===== config.mk =====
export PLATFORM = sky130hd
export DESIGN_NAME = prec_timer
export DESIGN_NICKNAME = d
export VERILOG_FILES = /design/src/rtl/prec_timer.sv
export SDC_FILE = /design/constraint.sdc
export NUM_CORES = 1
export LEC_CHECK = 0
export BUFFER_PORTS_ARGS = -buffer_cell sky130_fd_sc_hd__buf_2
export CORE_ASPECT_RATIO = 1.4
export CORE_MARGIN = 8
export CORE_UTILIZATION = 65
export DETAILED_ROUTE_END_ITERATION = 10
export GPL_TIMING_DRIVEN = 0
export PLACE_DENSITY_LB_ADDON = 0.05
export SLEW_MARGIN = 5
export SYNTH_ARGS = -nofsm -noshare
export SYNTH_HDL_FRONTEND = slang
export SYNTH_SLANG_ARGS = --single-unit

===== constraint.sdc =====
create_clock -name clk -period 10.18 [get_ports clk]
set_input_delay 1.018 -clock clk [delete_from_list [all_inputs] [get_ports clk]]
set_output_delay 1.018 -clock clk [all_outputs]
set_load 0.02 [all_outputs]

===== src/rtl/prec_timer.sv =====
module prec_timer #(
  parameter int DW = 32,
  parameter int NP = 3,
  parameter int NT = 2,
  parameter int NW = 16,
  parameter int AW = 4
) (
  input  logic          clk,
  input  logic          rst_n,
  input  logic          wr_en,
  input  logic [AW-1:0] addr,
  input  logic [DW-1:0] wdata,
  output logic [DW-1:0] rdata,
  input  logic [NT-1:0] trig_in,
  output logic [NP-1:0] pulse_out,
  output logic          clk_out,
  output logic          alarm_out
);
  localparam int TW     = 2 * DW;
  localparam int A_INC  = 0;
  localparam int A_ALO  = 1;
  localparam int A_AHI  = 2;
  localparam int A_PER0 = 3;
  localparam int A_DIV  = A_PER0 + NP;
  localparam int A_TLO  = A_DIV + 1;
  localparam int A_THI  = A_DIV + 2;
  localparam int A_CAP0 = A_DIV + 3;
  localparam int A_EVT  = A_CAP0 + 2 * NT;

  logic [TW-1:0] tm, alarm_val;
  logic [DW-1:0] inc, alo_stage;
  logic          armed;
  logic [DW-1:0] per [NP];
  logic [DW-1:0] pcnt [NP];
  logic [TW-1:0] cap [NT];
  logic [2:0]    tsync [NT];
  logic [NT-1:0] evt;
  logic [NW-1:0] div_n, dcnt;

  wire wr_ahi = wr_en && int'(addr) == A_AHI;
  wire wr_div = wr_en && int'(addr) == A_DIV;
  wire wr_evt = wr_en && int'(addr) == A_EVT;

  always_ff @(posedge clk) begin
    if (!rst_n) begin
      tm        <= '0;
      inc       <= DW'(1);
      alo_stage <= '0;
      alarm_val <= '0;
      armed     <= 1'b0;
      alarm_out <= 1'b0;
    end else begin
      tm <= tm + TW'(inc);
      if (wr_en && int'(addr) == A_INC) inc <= wdata;
      if (wr_en && int'(addr) == A_ALO) alo_stage <= wdata;
      if (wr_ahi) begin
        alarm_val <= {wdata, alo_stage};
        armed     <= 1'b1;
        alarm_out <= 1'b0;
      end else if (armed && tm >= alarm_val) begin
        alarm_out <= 1'b1;
      end
    end
  end

  always_ff @(posedge clk) begin
    if (!rst_n) begin
      for (int i = 0; i < NT; i++) begin
        tsync[i] <= '0;
        cap[i]   <= '0;
      end
      evt <= '0;
    end else begin
      for (int i = 0; i < NT; i++) begin
        tsync[i] <= {tsync[i][1:0], trig_in[i]};
        if (wr_evt && wdata[i]) evt[i] <= 1'b0;
        if (tsync[i][1] && !tsync[i][2]) begin
          cap[i] <= tm;
          evt[i] <= 1'b1;
        end
      end
    end
  end

  always_ff @(posedge clk) begin
    if (!rst_n) begin
      for (int k = 0; k < NP; k++) begin
        per[k]  <= '0;
        pcnt[k] <= '0;
      end
      pulse_out <= '0;
    end else begin
      for (int k = 0; k < NP; k++) begin
        if (wr_en && int'(addr) == A_PER0 + k) begin
          per[k]       <= wdata;
          pcnt[k]      <= '0;
          pulse_out[k] <= 1'b0;
        end else if (per[k] == '0) begin
          pcnt[k]      <= '0;
          pulse_out[k] <= 1'b0;
        end else if (pcnt[k] >= per[k] - 1'b1) begin
          pcnt[k]      <= '0;
          pulse_out[k] <= 1'b1;
        end else begin
          pcnt[k]      <= pcnt[k] + 1'b1;
          pulse_out[k] <= 1'b0;
        end
      end
    end
  end

  always_ff @(posedge clk) begin
    if (!rst_n) begin
      div_n   <= '0;
      dcnt    <= '0;
      clk_out <= 1'b0;
    end else if (wr_div) begin
      div_n   <= wdata[NW-1:0];
      dcnt    <= '0;
      clk_out <= 1'b0;
    end else if (div_n < NW'(2)) begin
      dcnt    <= '0;
      clk_out <= 1'b0;
    end else begin
      dcnt    <= (dcnt >= div_n - 1'b1) ? '0 : dcnt + 1'b1;
      clk_out <= dcnt < (div_n >> 1);
    end
  end

  always_comb begin
    rdata = '0;
    case (int'(addr))
      A_INC:   rdata = inc;
      A_ALO:   rdata = alo_stage;
      A_AHI:   rdata = alarm_val[TW-1:DW];
      A_DIV:   rdata = DW'(div_n);
      A_TLO:   rdata = tm[DW-1:0];
      A_THI:   rdata = tm[TW-1:DW];
      A_EVT:   rdata = DW'(evt);
      default: rdata = '0;
    endcase
    for (int k = 0; k < NP; k++)
      if (int'(addr) == A_PER0 + k) rdata = per[k];
    for (int i = 0; i < NT; i++) begin
      if (int'(addr) == A_CAP0 + 2 * i)     rdata = cap[i][DW-1:0];
      if (int'(addr) == A_CAP0 + 2 * i + 1) rdata = cap[i][TW-1:DW];
    end
  end

  a_r1_time_step: assert property (@(posedge clk) disable iff (!rst_n)
    1'b1 |=> tm == $past(tm) + TW'($past(inc)));
  a_r3_alarm_held: assert property (@(posedge clk) disable iff (!rst_n)
    (alarm_out && !wr_ahi) |=> alarm_out);
  a_r4_commit_clears: assert property (@(posedge clk) disable iff (!rst_n)
    wr_ahi |=> !alarm_out);
  a_r10_div_low: assert property (@(posedge clk) disable iff (!rst_n)
    (div_n < NW'(2) && !wr_div) |=> !clk_out);

  for (genvar g = 0; g < NP; g++) begin : g_pchk
    a_r7_pulse_narrow: assert property (@(posedge clk) disable iff (!rst_n)
      (pulse_out[g] && per[g] > DW'(1) && !wr_en) |=> !pulse_out[g]);
  end
  for (genvar g = 0; g < NT; g++) begin : g_tchk
    a_r6_flag_sticky: assert property (@(posedge clk) disable iff (!rst_n)
      (evt[g] && !(wr_evt && wdata[g])) |=> evt[g]);
  end
endmodule


==> results.yml, run 1 <==
placement:
  hpwl_um: 79700
  routabilityCongestion: 1.01
  placed_cell_area_um2: 32600
  portBuffers: 76
  dpl.cell_count: 4022
timing:
  hold_violations: 0
  tightest_slew_ps: 1250
  fin_setup_tns_ps: 0
  max_freq_mhz: 188
  slew_headroom_pct: 15.9
  drv_slew: 0
  rsz0062_at_grt: "no"
  skew_ps: 23.2
  fin_crit_ps: 5310
  finalCritPeriodShare_pct: 52.1
  setup_viol: 0
layout:
  layout.cells.non_filler: 4120
  final_util_pct: 73.3
  fin_nets: 3725
  finalInstanceArea_um2: 34500
  n_fill_cell: 3360
  syn_to_final_growth_pct: 11.2
  drive_gt1_share_pct: 6.15
cts:
  cts_setup_buffers: 0
  htree_num_levels: 2
  cts_tree: "built"
  root_buffer: "clkbuf_16"
  clockBufferDepth: 3
  insertion_delay_ps: 620
  cts_buffers: 52
  clock-sinks: 558
  clk_pin_slew_ps: 70
  ctsHoldBuffers: 0
  cts_resized: 0
pwr:
  p_leak_nw: 13.0
  p_per_area_nw_per_um2: 152
  ir_worst_vdd_mv: 0.167
synth:
  synth_common_cells: "nand2_1 (402), edfxtp_1 (320), a21oi_1 (259)"
  synth_cells: 3224
  synth_top_family_by_area: "simple AND/OR/NAND/NOR gates"
  yosysWarnings: 0
  synth_edf_count: 320
  ys_ff_latch: 558
  synth_xor_area_share_pct: 6.52
  yosys.area_share.simple_pct: 19.9
  ys.flop_type: "edfxtp_1"
  synth.area.top_cells: "edfxtp_1 (31%), dfxtp_1 (15%), ha_1 (9.3%)"
  async_flop_share_pct: 0
  syn_area_per_cell_um2: 9.62
  synth_top_area_cell: "edfxtp_1"
  yosys.cell_count.top_type: "nand2_1"
  synthMuxAreaShare_pct: 0.0968
  yosysSeqAreaShare_pct: 46.3
  synthAdderAreaFrac_pct: 9.38
  synth_top_area_share_pct: 31.0
  yosysUniqueCellTypes: 83
  synth-compound-area-share_pct: 14.5
  syn_area_um2: 31000
global_route:
  grt_pass1_wl_um: 151000
  grt_pass1_vias: 26100
  grt_overflow_total: 0
  antenna_found_initial: 2
  grt_max_degree: 65
  grtUsageTotal_pct: 35.5
floorplan:
  row_count: 94
  design.core.area_um2: 47000
  die_w_um: 201
  ios: 78
  dieArea_um2: 55100
  dieHeight_um: 274
  start_util_pct: 65.9
route:
  met2WireLength_um: 48000
  vias_per_cell: 6.49
  drcViolationCount: 0
  wire_per_inst_um: 24.4
  highest_layer: "met5"
  vias: 26700
  detail-route-antenna-nets: 0
  first_iter_violations: 3119
  routed-wl-met3_um: 9260
  totalWireLength_um: 101000
  m1WireLength_um: 34600
  dr.pass1.iters: 9
setup_path:
  worstPathArrival_ps: 5780
  worst-setup-path-type: "flop to flop"
  path_max_fanout: 10
  crit_path_end_kind: "flop"
  cpPeakStageDelay_ps: 700
  worst_path_max_delay_cell: "a211oi_1"
  cp_cell_sequence: "or4_1, or3_1, nor4_4, nand2b_1, or3_4, nand2b_1, nor2_1, xnor2_1, ha_1, a21o_1, a21o_1, a21oi_1, nor2_1, a211oi_1, clkbuf_1, nand3_1, nor2_1"
  crit_required_ps: 10650
  cp_top_family: "simple AND/OR/NAND/NOR gates"
  r2r_slack_ps: 4870
  cp_common_cell: "nor2_1"
  cp_num_buf_inv: 1
  startpoint_type: "flop"
run:
  maxCapViolations: 0
min_path:
  hold_class: "flop to flop"
outcome:
  status: "finished, final reports clean"
-- worst min-delay path, cell delays in order (launching register included) --
cell and delay [ps]:
dfxtp_1 310, nand2_1 50, a21oi_1 50
-- metal layers --
layer / vias up / global-route usage, %
met5: - / 0
met4: 2 / 27.0
met3: 357 / 5.75
met2: 1543 / 60.7
met1: 12600 / 39.6
li1: 12200 / -
-- final timing paths --
check | start | to | cells after the start
setup / recovery | per[0][33] | pcnt[1][6] | 17
hold / removal | alarm_val[25] | alarm_val[25] | 2
setup reg to reg | per[0][33] | pcnt[1][6] | 17
hold reg to reg | alarm_val[25] | alarm_val[25] | 2
-- where the power goes --
part	total, mW	internal (mW)	switching, mW
clock network	2.14	1.23	0.906
logic	0.498	0.177	0.321
registers	2.61	2.48	0.128
total	5.25	3.89	1.35
-- registers in the layout (all words and copies together), names as in the netlist, 32 cells and up --
register   flops
alarm_val     64
tm            64
cap          128
per           96
pcnt          96
alo_stage     32
inc           32
-- layout by cell type, fill, tap and decap left out, types with 16 or more instances in the layout --
master,instances
nand2_1,398
edfxtp_1,320
a21oi_1,259
dfxtp_1,238
ha_1,231
nor2_1,217
xnor2_1,151
nand3_1,141
clkbuf_1,138
inv_1,119
and2_1,115
a22oi_1,109
conb_1,96
nand4_1,86
a21o_1,83
xor2_1,80
buf_2,80
o21ai_0,79
nor4_1,60
nor3_1,58
clkbuf_16,54
a222oi_1,44
nand2b_1,30
or3_1,28
or4_1,26
and3_1,23
o31ai_1,20
o21a_1,16
-- cells by family after synthesis --
group / Yosys count
DFF: 558
AOI/OAI and AO/OA: 690
other: 1
and+or+nand+nor: 1244
xor gates and xnor gates: 231
buffers and inverters: 265
muxes: 3
adders and majority gates: 232
-- final cells by class --
| class | count | area [um2] | area share [%] |
|---|---|---|---|
| inverters | 120 | 450 | 1.31 |
| plain buffers | 145 | 577 | 1.67 |
| clock buffers | 63 | 1430 | 4.13 |
| clock inverters | 34 | 433 | 1.26 |
| multi-input cells | 2496 | 16000 | 46.5 |
| diodes | 1 | 2.50 | 0.00726 |
| repair buffers | 79 | 415 | 1.20 |
| well taps | 624 | 781 | 2.26 |
| flip-flops and latches | 558 | 14400 | 41.7 |
-- metrics by stage --
step | hold WS [ps] | setup WS, ps | power, mW
after detailed placement | 450 | 5040 | 3.13
after CTS | 458 | 4970 | 5.22
final | 465 | 4870 | 5.25
after floorplan | 412 | 5020 | 2.92
after global placement | 443 | 2640 | 3.10
after global routing | 472 | 4590 | 5.36
No activity file was read; power rests on OpenSTA's default activity.
==> run 2: changes to the inputs <==
Settings changed: ABC_AREA set to 1, CORE_UTILIZATION 65 to 58.
Clock period 10.18 ns to 4.6 ns, I/O delays scaled along.
==> results.yml, run 2 <==
setup_path:
  crit_required_ps: 4960
  cp_num_buf_inv: 4
  setup.worst_path.start: "per[0][64]"
  worst-setup-path-type: "flop to flop"
  r2r_start: "per[0][64]"
  worst_path_max_delay_cell: "edfxtp_1"
  r2r_slack_ps: 290
  r2r_cells: 20
  r2r_end: "pcnt[2][6]"
  crit_path_end_kind: "flop"
  worstPathArrival_ps: 4670
  cp_cell_sequence: "clkinvlp_4, nand3_1, nor2_1, and2_1, buf_4, nand2_1, nor2_1, nand3b_1, nor2_2, nand4_1, xor2_1, ha_1, nand4_1, inv_1, nand2_1, nor4_2, nand4_1, nand4_1, buf_2, nor2_1"
  cpPeakStageDelay_ps: 430
  startpoint_type: "flop"
  cp_top_family: "simple AND/OR/NAND/NOR gates"
  cp_common_cell: "nand4_1"
  path_max_fanout: 10
cts:
  cts_tree: "built"
  clock-sinks: 558
  cts_buffers: 55
  insertion_delay_ps: 630
  clk_pin_slew_ps: 70
  htree_num_levels: 2
  clockBufferDepth: 3
  root_buffer: "clkbuf_16"
  cts_setup_buffers: 0
layout:
  top_register: "cap"
  mostFrequentLayoutCell: "nand2_1"
  reg_top3: "cap (128), pcnt (96), per (96)"
  n_antenna_cell: 0
  syn_to_final_growth_pct: 10.9
  n_fill_cell: 5053
  final_util_pct: 65.1
  drive_gt1_share_pct: 5.16
  layout.cells.non_filler: 5172
  multi_input_area_um2: 16500
  layout_common_cells: "nand2_1 (726), inv_1 (571), nor2_1 (513)"
  fin_nets: 4666
  largest_reg_flops: 128
  regArea_um2: 14400
min_path:
  hold_path_depth: 3
  hold_path_end: "tsync[0][3]"
  worstHoldStart: "trig_in[1]"
  hold_class: "input pin to flop"
timing:
  slew_headroom_pct: 9.36
  fin_setup_tns_ps: 0
  fin_ws_ps: 289
  tightest_slew_ps: 1360
  fin_crit_ps: 4310
  hold_violations: 0
  rsz0062_at_grt: "no"
  skew_ps: 18.9
  finalCritPeriodShare_pct: 93.7
  max_freq_mhz: 232
  drv_slew: 0
  setup_viol: 0
floorplan:
  start_util_pct: 58.7
  design.core.area_um2: 56400
  row_count: 103
  dieArea_um2: 65200
  dieHeight_um: 299
  ios: 78
  die_w_um: 218
route:
  first_iter_violations: 3077
  detail-route-antenna-nets: 0
  dr.pass1.iters: 6
  vias_per_cell: 5.93
  totalWireLength_um: 122000
  drcViolationCount: 0
  vias: 30700
  wire_per_inst_um: 23.5
synth:
  yosys.cell_count.top_type: "nand2_1"
  yosysSeqAreaShare_pct: 43.4
  synth_top_area_cell: "edfxtp_1"
  yosysUniqueCellTypes: 50
  async_flop_share_pct: 0
  ys_ff_latch: 558
  syn_area_um2: 33200
  synth_edf_count: 320
  yosysWarnings: 0
  syn_area_per_cell_um2: 7.96
  synth.area.top_cells: "edfxtp_1 (29%), dfxtp_1 (14%), ha_1 (8.7%)"
  synth_cells: 4164
  ys.flop_type: "edfxtp_1"
  synth_top_area_share_pct: 29.0
  synth_common_cells: "nand2_1 (731), inv_1 (573), nor2_1 (513)"
pwr:
  p_leak_nw: 15.1
  ir_worst_vdd_mv: 0.328
  p_per_area_nw_per_um2: 324
global_route:
  grt_pass1_wl_um: 179000
  grt_max_degree: 65
  antenna_found_initial: 3
  grt_pass1_vias: 29500
  grtUsageTotal_pct: 36.5
  grt_overflow_total: 0
placement:
  dpl.cell_count: 5071
  portBuffers: 75
  hpwl_um: 97600
  place_ws_ps: 109
  routabilityCongestion: 1.10
outcome:
  status: "finished, final reports clean"
run:
  maxCapViolations: 0
run 2: cell count changes after synthesis, moves of 84 or more:
cell / previous run / this run
nor2_1: 217 / 513
xnor2_1: 151 / 67
o21ai_0: 80 / 247
inv_1: 119 / 573
and2_1: 115 / 3
nand2_1: 402 / 731
a21oi_1: 259 / 363
nor3_1: 59 / 144
a22oi_1: 109 / 0
run 2: tightest hold or removal path, stage by stage:
cell and delay, ps:
buf_2 70, nand2_1 40, inv_1 40
run 2: cells by family (layout without fill, tap and decap cells):
family,after synthesis,after routing,share of synthesized area (%)
fa+ha+maj,232,232,8.78
xor+xnor,201,201,5.31
other cells,1,96,0.0113
compound gates,735,735,11.8
flops,558,558,43.4
simple gates,1747,1747,22.8
buf+inv,690,868,7.96
run 2: metal layers:
layer,wire [um],up-vias,global-route usage (%)
met4,11300,4,28.3
met2,58300,1530,62.2
met3,9390,479,5.74
met1,42600,14300,40.3
li1,-,14300,-
met5,22,-,0
run 2: per-stage QoR:
stage          hold WS [ps]  total power, mW  instance area [um2]
3_3_place_gp            393             7.11                34800
6_report               17.0             11.9                36800
5_1_grt                25.5             12.2                36800
4_1_cts               0.518             11.9                36700
2_1_floorplan           390             6.61                33500
3_5_place_dp            402             7.14                34900
run 2: how the worst max path moves through the flow:
stage                   to  cells after the start  slack (ps)
2_1_floorplan  pcnt[0][28]                     17        1300
3_3_place_gp    cap[0][55]                      4           5
3_5_place_dp    pcnt[2][6]                     18         110
4_1_cts         pcnt[2][6]                     18         100
5_1_grt        pcnt[0][29]                     17          20
6_report        pcnt[2][6]                     20         290
run 2: report_power, final:
part | leakage (nW) | switching, mW | internal (mW) | total, mW
Sequential | 5.17 | 0.243 | 5.51 | 5.75
Clock | 0.918 | 2.07 | 2.74 | 4.82
Combinational | 9.01 | 0.914 | 0.415 | 1.33
run 2: repair_timing:
item	CTS	global route
gates resized for setup	0	6
setup endpoints to repair	0	42
hold buffers	0	0
run 2: cell type report:
cell class / count / share of cell area [%]
multi-input combinational: 3011 / 45.0
clock buffer: 68 / 4.04
inverter: 576 / 5.89
clock inverter: 33 / 1.06
tap: 735 / 2.50
timing repair buffer: 77 / 1.15
buffer: 114 / 1.30
sequential: 558 / 39.1
